$ cat config.mk
export PLATFORM = sky130hd
export DESIGN_NAME = strobe_watchdog
export DESIGN_NICKNAME = d
export VERILOG_FILES = /design/src/rtl/wd_pkg.sv /design/src/rtl/wd_strobe_sync.sv /design/src/rtl/wd_limit_reg.sv /design/src/rtl/wd_core.sv /design/src/rtl/strobe_watchdog.sv
export SDC_FILE = /design/constraint.sdc
export NUM_CORES = 1
export LEC_CHECK = 0
export BUFFER_PORTS_ARGS = -buffer_cell sky130_fd_sc_hd__buf_2
export CAP_MARGIN = 10
export CORE_ASPECT_RATIO = 0.6
export CORE_MARGIN = 8
export CORE_UTILIZATION = 50
export CTS_BUF_LIST = sky130_fd_sc_hd__clkbuf_16
export CTS_CLUSTER_SIZE = 12
export DETAILED_ROUTE_END_ITERATION = 7
export PLACE_DENSITY = 0.76
export SLEW_MARGIN = 40
export SYNTH_ARGS = -nofsm -noshare
export SYNTH_HDL_FRONTEND = slang
export SYNTH_HIERARCHICAL = 1
export SYNTH_SLANG_ARGS = --single-unit
$ cat constraint.sdc
create_clock -name clk -period 7.4 [get_ports clk]
set_input_delay 1.48 -clock clk [delete_from_list [all_inputs] [get_ports clk]]
set_output_delay 1.48 -clock clk [all_outputs]
set_load 0.02 [all_outputs]
$ cat src/rtl/wd_pkg.sv
package wd_pkg;

    typedef enum logic {
        WD_WATCH = 1'b0,
        WD_PULSE = 1'b1
    } wd_state_e;

    typedef struct packed {
        wd_state_e state;
        logic      restart;
    } wd_status_t;

    function automatic int unsigned max3(input int unsigned a,
                                         input int unsigned b,
                                         input int unsigned c);
        int unsigned m;
        m = (a > b) ? a : b;
        return (m > c) ? m : c;
    endfunction

    // Code 3 folds onto the middle setting.
    function automatic int unsigned pick_limit(input logic [1:0]  code,
                                               input int unsigned t_short,
                                               input int unsigned t_mid,
                                               input int unsigned t_long);
        unique case (code)
            2'd0:    return t_short;
            2'd2:    return t_long;
            default: return t_mid;
        endcase
    endfunction

endpackage

$ cat src/rtl/wd_strobe_sync.sv
module wd_strobe_sync #(
    parameter int unsigned STAGES = 2
) (
    input  logic clk,
    input  logic rst,
    input  logic strobe_in,
    output logic fall
);
    logic [STAGES:0] sync_q;

    always_ff @(posedge clk) begin
        if (rst) sync_q[0] <= 1'b0;
        else     sync_q[0] <= strobe_in;
    end

    for (genvar i = 1; i <= STAGES; i++) begin : g_stage
        always_ff @(posedge clk) begin
            if (rst) sync_q[i] <= 1'b0;
            else     sync_q[i] <= sync_q[i-1];
        end
    end

    assign fall = sync_q[STAGES] & ~sync_q[STAGES-1];

    AST_FALL_SINGLE: assert property (@(posedge clk) disable iff (rst)
        fall |=> !fall);

endmodule

$ cat src/rtl/wd_limit_reg.sv
module wd_limit_reg
    import wd_pkg::*;
#(
    parameter int unsigned T_SHORT = 150,
    parameter int unsigned T_MID   = 600,
    parameter int unsigned T_LONG  = 1200,
    parameter int unsigned CNT_W   = 11
) (
    input  logic             clk,
    input  logic             rst,
    input  logic [1:0]       tsel,
    input  logic             load,
    output logic [CNT_W-1:0] limit_q
);
    logic [CNT_W-1:0] limit_d;

    always_comb begin
        limit_d = CNT_W'(pick_limit(tsel, T_SHORT, T_MID, T_LONG));
    end

    always_ff @(posedge clk) begin
        if (rst || load) limit_q <= limit_d;
    end

    AST_LIMIT_HOLD: assert property (@(posedge clk) disable iff (rst)
        !load |=> $stable(limit_q));

    AST_LIMIT_LEGAL: assert property (@(posedge clk) disable iff (rst)
        load |=> (limit_q == CNT_W'(T_SHORT) || limit_q == CNT_W'(T_MID)
                  || limit_q == CNT_W'(T_LONG)));

endmodule

$ cat src/rtl/wd_core.sv
module wd_core
    import wd_pkg::*;
#(
    parameter int unsigned PULSE_TICKS = 250,
    parameter int unsigned CNT_W       = 11,
    parameter int unsigned PW          = 8
) (
    input  logic             clk,
    input  logic             rst,
    input  logic             tick_ms,
    input  logic             fall,
    input  logic             hold_clr,
    input  logic [CNT_W-1:0] limit_q,
    output wd_status_t       status,
    output logic             rst_req
);
    localparam logic [PW-1:0] PULSE_LAST = PW'(PULSE_TICKS - 1);

    wd_state_e        state_q;
    logic [CNT_W-1:0] cnt_q;
    logic [PW-1:0]    pcnt_q;
    logic             cnt_last;
    logic             pulse_last;

    assign cnt_last   = (cnt_q == limit_q - CNT_W'(1));
    assign pulse_last = (pcnt_q == PULSE_LAST);

    always_comb begin
        status.state   = state_q;
        status.restart = hold_clr
                       | ((state_q == WD_WATCH) & fall)
                       | ((state_q == WD_PULSE) & tick_ms & pulse_last);
    end

    always_ff @(posedge clk) begin
        if (rst || hold_clr) begin
            state_q <= WD_WATCH;
            cnt_q   <= '0;
            pcnt_q  <= '0;
        end else begin
            unique case (state_q)
                WD_WATCH: begin
                    if (fall) begin
                        cnt_q <= '0;
                    end else if (tick_ms) begin
                        if (cnt_last) begin
                            state_q <= WD_PULSE;
                            cnt_q   <= '0;
                            pcnt_q  <= '0;
                        end else begin
                            cnt_q <= cnt_q + CNT_W'(1);
                        end
                    end
                end
                WD_PULSE: begin
                    if (fall) cnt_q <= '0;
                    if (tick_ms) begin
                        if (pulse_last) begin
                            state_q <= WD_WATCH;
                            cnt_q   <= '0;
                            pcnt_q  <= '0;
                        end else begin
                            pcnt_q <= pcnt_q + PW'(1);
                        end
                    end
                end
                default: state_q <= WD_WATCH;
            endcase
        end
    end

    assign rst_req = (state_q == WD_PULSE);

    AST_HOLD_QUIET: assert property (@(posedge clk) disable iff (rst)
        hold_clr |=> (!rst_req && cnt_q == '0));

    AST_PULSE_NO_CUT: assert property (@(posedge clk) disable iff (rst)
        (rst_req && fall && !hold_clr && !tick_ms) |=> rst_req);

    AST_CNT_RANGE: assert property (@(posedge clk) disable iff (rst)
        cnt_q < limit_q);

    AST_NO_TICK_FREEZE: assert property (@(posedge clk) disable iff (rst)
        (!tick_ms && !fall && !hold_clr) |=> ($stable(cnt_q) && $stable(pcnt_q)));

    AST_RESTART_ZERO: assert property (@(posedge clk) disable iff (rst)
        $fell(rst_req) |-> (cnt_q == '0));

    AST_EDGE_CLEARS: assert property (@(posedge clk) disable iff (rst)
        (!rst_req && fall) |=> (cnt_q == '0 && !rst_req));

    AST_PCNT_RANGE: assert property (@(posedge clk) disable iff (rst)
        pcnt_q <= PULSE_LAST);

endmodule

$ cat src/rtl/strobe_watchdog.sv
module strobe_watchdog
    import wd_pkg::*;
#(
    parameter int unsigned T_SHORT     = 150,
    parameter int unsigned T_MID       = 600,
    parameter int unsigned T_LONG      = 1200,
    parameter int unsigned PULSE_TICKS = 250,
    parameter int unsigned SYNC_STAGES = 2
) (
    input  logic       clk,
    input  logic       rst,
    input  logic       tick_ms,
    input  logic       strobe_in,
    input  logic [1:0] tsel,
    input  logic       hold_clr,
    output logic       rst_req
);
    localparam int unsigned T_MAX = max3(T_SHORT, T_MID, T_LONG);
    localparam int unsigned CNT_W = $clog2(T_MAX + 1);
    localparam int unsigned PW    = $clog2(PULSE_TICKS + 1);

    logic             fall;
    logic [CNT_W-1:0] limit_q;
    wd_status_t       status;

    wd_strobe_sync #(
        .STAGES (SYNC_STAGES)
    ) u_sync (
        .clk       (clk),
        .rst       (rst),
        .strobe_in (strobe_in),
        .fall      (fall)
    );

    wd_limit_reg #(
        .T_SHORT (T_SHORT),
        .T_MID   (T_MID),
        .T_LONG  (T_LONG),
        .CNT_W   (CNT_W)
    ) u_limit (
        .clk     (clk),
        .rst     (rst),
        .tsel    (tsel),
        .load    (status.restart),
        .limit_q (limit_q)
    );

    wd_core #(
        .PULSE_TICKS (PULSE_TICKS),
        .CNT_W       (CNT_W),
        .PW          (PW)
    ) u_core (
        .clk      (clk),
        .rst      (rst),
        .tick_ms  (tick_ms),
        .fall     (fall),
        .hold_clr (hold_clr),
        .limit_q  (limit_q),
        .status   (status),
        .rst_req  (rst_req)
    );

    AST_REQ_MATCHES_STATE: assert property (@(posedge clk) disable iff (rst)
        rst_req == (status.state == WD_PULSE));

endmodule

==> reports/metrics.cfg, run 1 <==
[status]
outcome=complete, no violations

[clock_network]
cts_tree=built
clk_pin_slew_ns=0.07
root_buffer=clkbuf_16
postCtsResizedCells=0
cts_setup_buffers=0
clk_path_buf_depth=2
cts_made_buffers=3
htree_levels=1
cts.sinks=27
clk_latency_ns=0.26
hold_buffers=0

[setup_path]
worstPathArrival_ns=3.22
critPathMaxStageDelay_ns=0.61
endpoint_kind=register
worstSetupPathType=register to register
cp_cell_sequence=inv_1 > ha_1 > inv_1 > nor2_1 > o311ai_0 > o2111ai_2 > nor3_2 > nand2b_1 > o311ai_0
crit_required_ns=7.53
startpoint_type=register
r2r_start=u_limit/limit_q[2]$_DFFE_PP_
ff2ff_path_depth=9
reg2reg_slack_ns=4.31
crit_fanout=14
critPathSlowestCell=edfxtp_1
r2r-end=u_core/cnt_q[10]$_SDFFE_PP0P_
cp-startpoint=u_limit/limit_q[2]$_DFFE_PP_

[global_routing]
grt_use_total_pct=13.81
antenna_found_initial=0
grt_pass1_vias=1372
grt_overflow_total=0
grt_start_max_net_pins=22
grt_pass1_wl_um=6762

[synthesis]
postSynthAreaPerCell_um2=7.852
synth_warnings=6
synthCells=236
synthesis.area_um2=1853

[layout]
synthToLayoutAreaGrowth_pct=4.997
drive_above_1_share_pct=8.190
final_nets=244
antenna_cells=0

[die]
die_y_um=63.16
core_um2=3616
rows=17
die_x_um=94.59
io_pins=8
dieArea_um2=5974
start_util_pct=51.25

[route]
drc=0
drtIter0Drc=235
wl_um=4069
firstDrtPassIters=5
route.detailed.vias_per_inst=6.079
post_drt_wl_per_cell_um=14.58
ant_nets=0
via_count=1696

[power_and_ir_drop]
power_switching_share_pct=24.32
peakVddDrop_mv=0.07888
p_switching_mw=0.07683
total_power_mw=0.3159
leakage_nw=0.6653
p_int_mw=0.2391
powerDensity_nw_per_um2=162.4
p_comb_share_pct=10.2
clkPwrFrac_pct=40.2
p_seq_share_pct=49.6

[min_path]
worstHoldEndpoint=u_sync/sync_q[1]$_SDFF_PP0_
whs_path_depth=1
min_path_type=register to register
min_from=u_sync/sync_q[0]$_SDFF_PP0_

[run]
cap_violations=0

[timing]
clock_skew_ns=0.002805
min_period_ns=3.094
finalSetupViolCount=0
fin_crit_sh_pct=41.81
fmax_ghz=0.3232
maxSlewHeadroom_pct=57.74
tightestPinTransition_ns=0.6331
rsz0062_at_grt=no
hold_slack_ns=0.4503
report.final.slew_viol_count=0
setup_tns_ns=0
hold_viol_final=0

[placement]
hpwl_um=2994
portBuffers=7
gp_congestion=0.8559

[power by group through the flow]
stage / logic (mW) / registers [mW] / clock network (mW)
after floorplan: 0.0289 / 0.158 / 0
after global placement: 0.0304 / 0.160 / 0
after detailed placement: 0.0307 / 0.160 / 0
after CTS: 0.0310 / 0.157 / 0.130
after global routing: 0.0357 / 0.157 / 0.137
final: 0.0322 / 0.157 / 0.127
[per-stage QoR]
| stage | worst slack [ns] | utilization [%] | std cells | cell area [um^2] |
|---|---|---|---|---|
| after floorplan | 4.588 | - | 237 | 1857 |
| final | 4.306 | 53.81 | 279 | 1946 |
| after global placement | 4.327 | 51.35 | 275 | 1857 |
| after detailed placement | 4.309 | 51.35 | 275 | 1857 |
| after CTS | 4.368 | 53.67 | 279 | 1941 |
| after global routing | 4.013 | 53.81 | 279 | 1946 |
[per-layer routing]
metal / vias to the layer above / global-route usage, % / share of wire [%]
met5: - / 0 / 0
met4: 0 / 2.321 / 0.52
met3: 4 / 4.019 / 7.7
met2: 67 / 17.01 / 39
met1: 765 / 22.01 / 52
li1: 860 / - / -
[sequential cells by signal (all words and copies together) (netlist names)]
signal,count
u_core/cnt_q,11
u_core/pcnt_q,8
u_core/rst_req,1
u_limit/limit_q,4
u_sync/sync_q,3
[placed cells by master (no fill, tap or decap), types with 7 or more instances in the layout]
master	instances
buf_2	7
a21oi_1	8
inv_1	10
dfxtp_1	23
nand2_1	22
nand3_1	10
o21ai_0	20
nor2_1	19
nor2b_1	8
nor3_1	9
[worst max path at each step]
stage,endpoint,depth (start not counted)
finish,u_core/cnt_q[10]$_SDFFE_PP0P_,9
global route,u_core/cnt_q[10]$_SDFFE_PP0P_,9
CTS,u_core/cnt_q[10]$_SDFFE_PP0P_,9
detailed placement,u_core/cnt_q[2]$_SDFFE_PP0P_,6
global placement,u_core/cnt_q[2]$_SDFFE_PP0P_,6
floorplan,u_core/cnt_q[2]$_SDFFE_PP0P_,6
[critical path, delay by kind of cell, from the launching register on]
family / cells / cell delay [ns]
adder cells (fa/ha/maj): 1 / 0.33
AND/OR/NAND/NOR: 3 / 0.94
flip-flops: 1 / 0.61
AO/OA/AOI/OAI: 3 / 0.85
buffers and inverters: 2 / 0.23
[final cells by class]
| type | instances | area [um^2] |
|---|---|---|
| Fill cell | 345 | 1670 |
| Multi-Input combinational cell | 184 | 1150 |
| Sequential cell | 27 | 580.6 |
| Clock buffer | 3 | 75.07 |
| Tap cell | 47 | 58.81 |
| Inverter | 10 | 37.54 |
| Timing Repair Buffer | 7 | 35.03 |
| Clock inverter | 1 | 8.758 |
Power figures use the tool's default switching activity.
==> run 2, diff against run 1 <==
- clock period: 7.4 -> 2.88 ns (I/O delays scaled with it)
==> reports/metrics.cfg, run 2 (synthesis results as in run 1) <==
[layout]
final_nets=251
fillers=341
final_common_cell=dfxtp_1
final_cell_mix=dfxtp_1, nand2_1, o21ai_0
antenna_cells=0
synthToLayoutAreaGrowth_pct=7.562
top_register=u_core/cnt_q
stdcell_area_um2=1993
largestRegisters=u_core/cnt_q: 11 flops, u_core/pcnt_q: 8 flops, u_limit/limit_q: 4 flops
drive_above_1_share_pct=10.46
layout.cells.non_filler=286
largest_reg_flops=11

[global_routing]
grt_pass1_vias=1507
grt_overflow_total=0
grt_pass1_wl_um=7238
grt_start_max_net_pins=22
antenna_found_initial=0
grt_use_total_pct=14.86

[route]
wl_um=4389
drc=0
via_count=1786
firstDrtPassIters=5
post_drt_wl_per_cell_um=15.35
route.detailed.vias_per_inst=6.245
ant_nets=0
drtIter0Drc=236

[setup_path]
crit_family=simple AND/OR/NAND/NOR gates
crit_fanout=12
ff2ff_path_depth=8
r2r-end=u_core/cnt_q[9]$_SDFFE_PP0P_
worstPathArrival_ns=2.77
path_buf_inv=1
worstSetupPathType=register to register
cp_cell_sequence=inv_1 > ha_1 > nor2b_1 > o311ai_0 > o2111ai_2 > or4b_2 > nand4_1 > o31ai_1
r2r_start=u_limit/limit_q[2]$_DFFE_PP_
critPathMaxStageDelay_ns=0.69
crit_required_ns=3.03
startpoint_type=register
critPathSlowestCell=or4b_2
path_depth=8
reg2reg_slack_ns=0.26
cp-startpoint=u_limit/limit_q[2]$_DFFE_PP_
endpoint_kind=register
endpoint=u_core/cnt_q[9]$_SDFFE_PP0P_

[clock_network]
cts_setup_buffers=0
root_buffer=clkbuf_16
postCtsResizedCells=0
cts_tree=built
htree_levels=1
clk_path_buf_depth=2
clk_latency_ns=0.27
cts_made_buffers=3
hold_buffers=0
clk_pin_slew_ns=0.07
cts.sinks=27

[placement]
placed_cells=282
gp_congestion=0.8754
hpwl_um=3244
portBuffers=7
placed_cell_area_um2=1909

[die]
die_y_um=63.16
rows=17
io_pins=8
die_x_um=94.59
core_um2=3616
dieArea_um2=5974
start_util_pct=51.25

[timing]
hold_viol_final=0
tightestPinTransition_ns=0.6450
fin_crit_sh_pct=90.95
clock_skew_ns=0.005777
hold_slack_ns=0.4546
rsz0062_at_grt=no
report.final.slew_viol_count=0
min_period_ns=2.619
finalSetupViolCount=0
setup_tns_ns=0
maxSlewHeadroom_pct=56.94
fmax_ghz=0.3818

[run]
cap_violations=0

[power_and_ir_drop]
leakage_nw=0.6995
peakVddDrop_mv=0.2882
powerDensity_nw_per_um2=414.3
total_power_mw=0.8257

[status]
outcome=complete, no violations

[min_path]
min_path_type=register to register

run 2: worst min path at each step:
stage                           startpoint  slack [ns]                           to  cells after the start
3_3_place_gp   u_sync/sync_q[0]$_SDFF_PP0_        0.44  u_sync/sync_q[1]$_SDFF_PP0_                      1
5_1_grt        u_sync/sync_q[0]$_SDFF_PP0_        0.47  u_sync/sync_q[1]$_SDFF_PP0_                      1
2_1_floorplan  u_sync/sync_q[0]$_SDFF_PP0_        0.41  u_sync/sync_q[1]$_SDFF_PP0_                      1
4_1_cts        u_sync/sync_q[0]$_SDFF_PP0_        0.46  u_sync/sync_q[1]$_SDFF_PP0_                      1
6_report       u_sync/sync_q[0]$_SDFF_PP0_        0.45  u_sync/sync_q[1]$_SDFF_PP0_                      1
3_5_place_dp   u_sync/sync_q[0]$_SDFF_PP0_        0.44  u_sync/sync_q[1]$_SDFF_PP0_                      1
run 2: area by class of cell:
| type | count | area, um^2 | area share, % |
|---|---|---|---|
| Timing Repair Buffer | 14 | 87.58 | 4.394 |
| Inverter | 10 | 37.54 | 1.883 |
| Multi-Input combinational cell | 184 | 1145 | 57.44 |
| Sequential cell | 27 | 580.6 | 29.13 |
| Clock inverter | 1 | 8.758 | 0.4394 |
| Clock buffer | 3 | 75.07 | 3.766 |
| Tap cell | 47 | 58.81 | 2.950 |
run 2: stage by stage:
step / util (%) / worst slack [ns]
after floorplan: - / 0.3898
after global placement: 52.80 / 0.4417
after detailed placement: 52.80 / 0.3415
after CTS: 55.12 / 0.3331
after global routing: 55.12 / 0.1232
final: 55.12 / 0.2608
run 2: worst reg2reg max path: cells and delay by family (launching register included):
family	cells	cell delay, ns
DFF	1	0.39
and+or+nand+nor	3	0.93
buffers and inverters	1	0.07
AOI/OAI and AO/OA	3	0.73
adders and majority gates	1	0.39
run 2: power breakdown:
group          total [mW]  internal (mW)  switching [mW]
Sequential          0.397          0.389         0.00791
Combinational      0.0961         0.0372          0.0589
Clock               0.332          0.192           0.140
run 2: per-layer routing:
metal / GRT usage, % / vias to the layer above / wire (um)
met2: 19.43 / 94 / 1699
met5: 0 / - / 0
met1: 22.46 / 813 / 2163
met4: 3.482 / 0 / 55
met3: 4.374 / 8 / 470
li1: - / 871 / -
==> run 3, diff against run 2 <==
- PLACE_DENSITY: 0.76 -> default
- PLACE_DENSITY_LB_ADDON: default -> 0.25
==> reports/metrics.cfg, run 3 (synthesis results as in run 1) <==
[layout]
final_common_cell=dfxtp_1
synthToLayoutAreaGrowth_pct=7.495
drive_above_1_share_pct=10.46
largestRegisters=u_core/cnt_q: 11 flops, u_core/pcnt_q: 8 flops, u_limit/limit_q: 4 flops
final_cell_mix=dfxtp_1, nand2_1, o21ai_0
fillers=335
top_register=u_core/cnt_q
final_nets=251
largest_reg_flops=11
stdcell_area_um2=1992
antenna_cells=0

[clock_network]
cts_tree=built
clk_latency_ns=0.27
postCtsResizedCells=0
cts.sinks=27
htree_levels=1
hold_buffers=0
cts_setup_buffers=0
cts_made_buffers=3
root_buffer=clkbuf_16
clk_path_buf_depth=2
clk_pin_slew_ns=0.07

[timing]
setup_tns_ns=0
report.final.slew_viol_count=0
fin_crit_sh_pct=88.91
hold_viol_final=0
finalSetupViolCount=0
rsz0062_at_grt=no
min_period_ns=2.561
clock_skew_ns=0.008507
tightestPinTransition_ns=0.6198
fmax_ghz=0.3905
maxSlewHeadroom_pct=58.62

[min_path]
min_from=u_sync/sync_q[0]$_SDFF_PP0_
whs_path_depth=1
min_path_type=register to register
worstHoldEndpoint=u_sync/sync_q[1]$_SDFF_PP0_

[global_routing]
grt_pass1_vias=1409
grt_overflow_total=0
grt_start_max_net_pins=22
grt_use_total_pct=14.51
antenna_found_initial=0
grt_pass1_wl_um=7093

[placement]
gp_congestion=0.9042
hpwl_um=3158
placed_cell_area_um2=1909
portBuffers=7

[setup_path]
worstPathArrival_ns=2.70
endpoint_kind=register
critPathSlowestCell=or4b_2
cp_cell_sequence=inv_1 > ha_1 > nor2b_1 > o311ai_0 > o2111ai_2 > or4b_2 > nand4_1 > o21ai_0
worstSetupPathType=register to register
reg2reg_slack_ns=0.32
crit_fanout=12
r2r-end=u_core/cnt_q[7]$_SDFFE_PP0P_
r2r_start=u_limit/limit_q[2]$_DFFE_PP_
startpoint_type=register
critPathMaxStageDelay_ns=0.69
ff2ff_path_depth=8
crit_required_ns=3.02

[die]
rows=17
io_pins=8
start_util_pct=51.25
core_um2=3616
die_y_um=63.16
dieArea_um2=5974
die_x_um=94.59

[run]
cap_violations=0

[route]
wl_um=4181
firstDrtPassIters=5
ant_nets=0
post_drt_wl_per_cell_um=14.62
via_count=1695
drc=0
drtIter0Drc=233
route.detailed.vias_per_inst=5.927

[power_and_ir_drop]
leakage_nw=0.6955
peakVddDrop_mv=0.1844
powerDensity_nw_per_um2=406.9

[status]
outcome=complete, no violations

## run 3: metal layers
metal	up-vias	global-route usage, %	routed length, um
met2	68	17.10	1551
met5	-	0	0
met4	0	1.741	0
met3	0	4.137	348
li1	868	-	-
met1	759	24.10	2281
## run 3: critical path: cells and delay by family (launching register included)
kind                     cells  cell delay (ns)
AO/OA/AOI/OAI                3             0.71
adder cells (fa/ha/maj)      1             0.37
buffers and inverters        1             0.06
flip-flops                   1             0.38
AND/OR/NAND/NOR              3             0.91
## run 3: final cells by class
type / count / area (um^2) / area share, %
clock buffer: 3 / 75.07 / 3.769
inverter: 10 / 37.54 / 1.884
sequential: 27 / 580.6 / 29.15
multi-input combinational: 184 / 1145 / 57.47
clock inverter: 1 / 7.507 / 0.3769
tap: 47 / 58.81 / 2.952
timing repair buffer: 14 / 87.58 / 4.397
## run 3: how the worst max path moves through the flow
| stage | from | end | slack, ns | cells after the start |
|---|---|---|---|---|
| 2_1_floorplan | u_limit/limit_q[2]$_DFFE_PP_ | u_core/cnt_q[9]$_SDFFE_PP0P_ | 0.39 | 9 |
| 3_3_place_gp | u_core/pcnt_q[4]$_SDFFE_PP0P_ | u_core/cnt_q[7]$_SDFFE_PP0P_ | 0.40 | 7 |
| 3_5_place_dp | u_limit/limit_q[2]$_DFFE_PP_ | u_core/cnt_q[7]$_SDFFE_PP0P_ | 0.33 | 8 |
| 4_1_cts | u_limit/limit_q[2]$_DFFE_PP_ | u_core/cnt_q[7]$_SDFFE_PP0P_ | 0.32 | 8 |
| 5_1_grt | u_limit/limit_q[2]$_DFFE_PP_ | u_core/cnt_q[10]$_SDFFE_PP0P_ | 0.06 | 8 |
| 6_report | u_limit/limit_q[2]$_DFFE_PP_ | u_core/cnt_q[7]$_SDFFE_PP0P_ | 0.32 | 8 |
## run 3: where the power goes
| part | internal, mW | switching (mW) | total [mW] |
|---|---|---|---|
| logic | 0.0370 | 0.0560 | 0.0931 |
| registers | 0.390 | 0.00836 | 0.398 |
| clock network | 0.189 | 0.131 | 0.320 |
## run 3: through the flow
stage                     hold WS [ns]  utilization [%]  setup WS (ns)  total power, mW  cells
after floorplan                 0.4138                -         0.3898           0.4788    237
after global placement          0.4353            52.80         0.3979           0.4962    282
after detailed placement        0.4277            52.80         0.3345           0.4962    282
after CTS                       0.4553            55.09         0.3176           0.8191    286
after global routing            0.4731            55.09        0.06248           0.8470    286
final                           0.4477            55.09         0.3194           0.8106    286
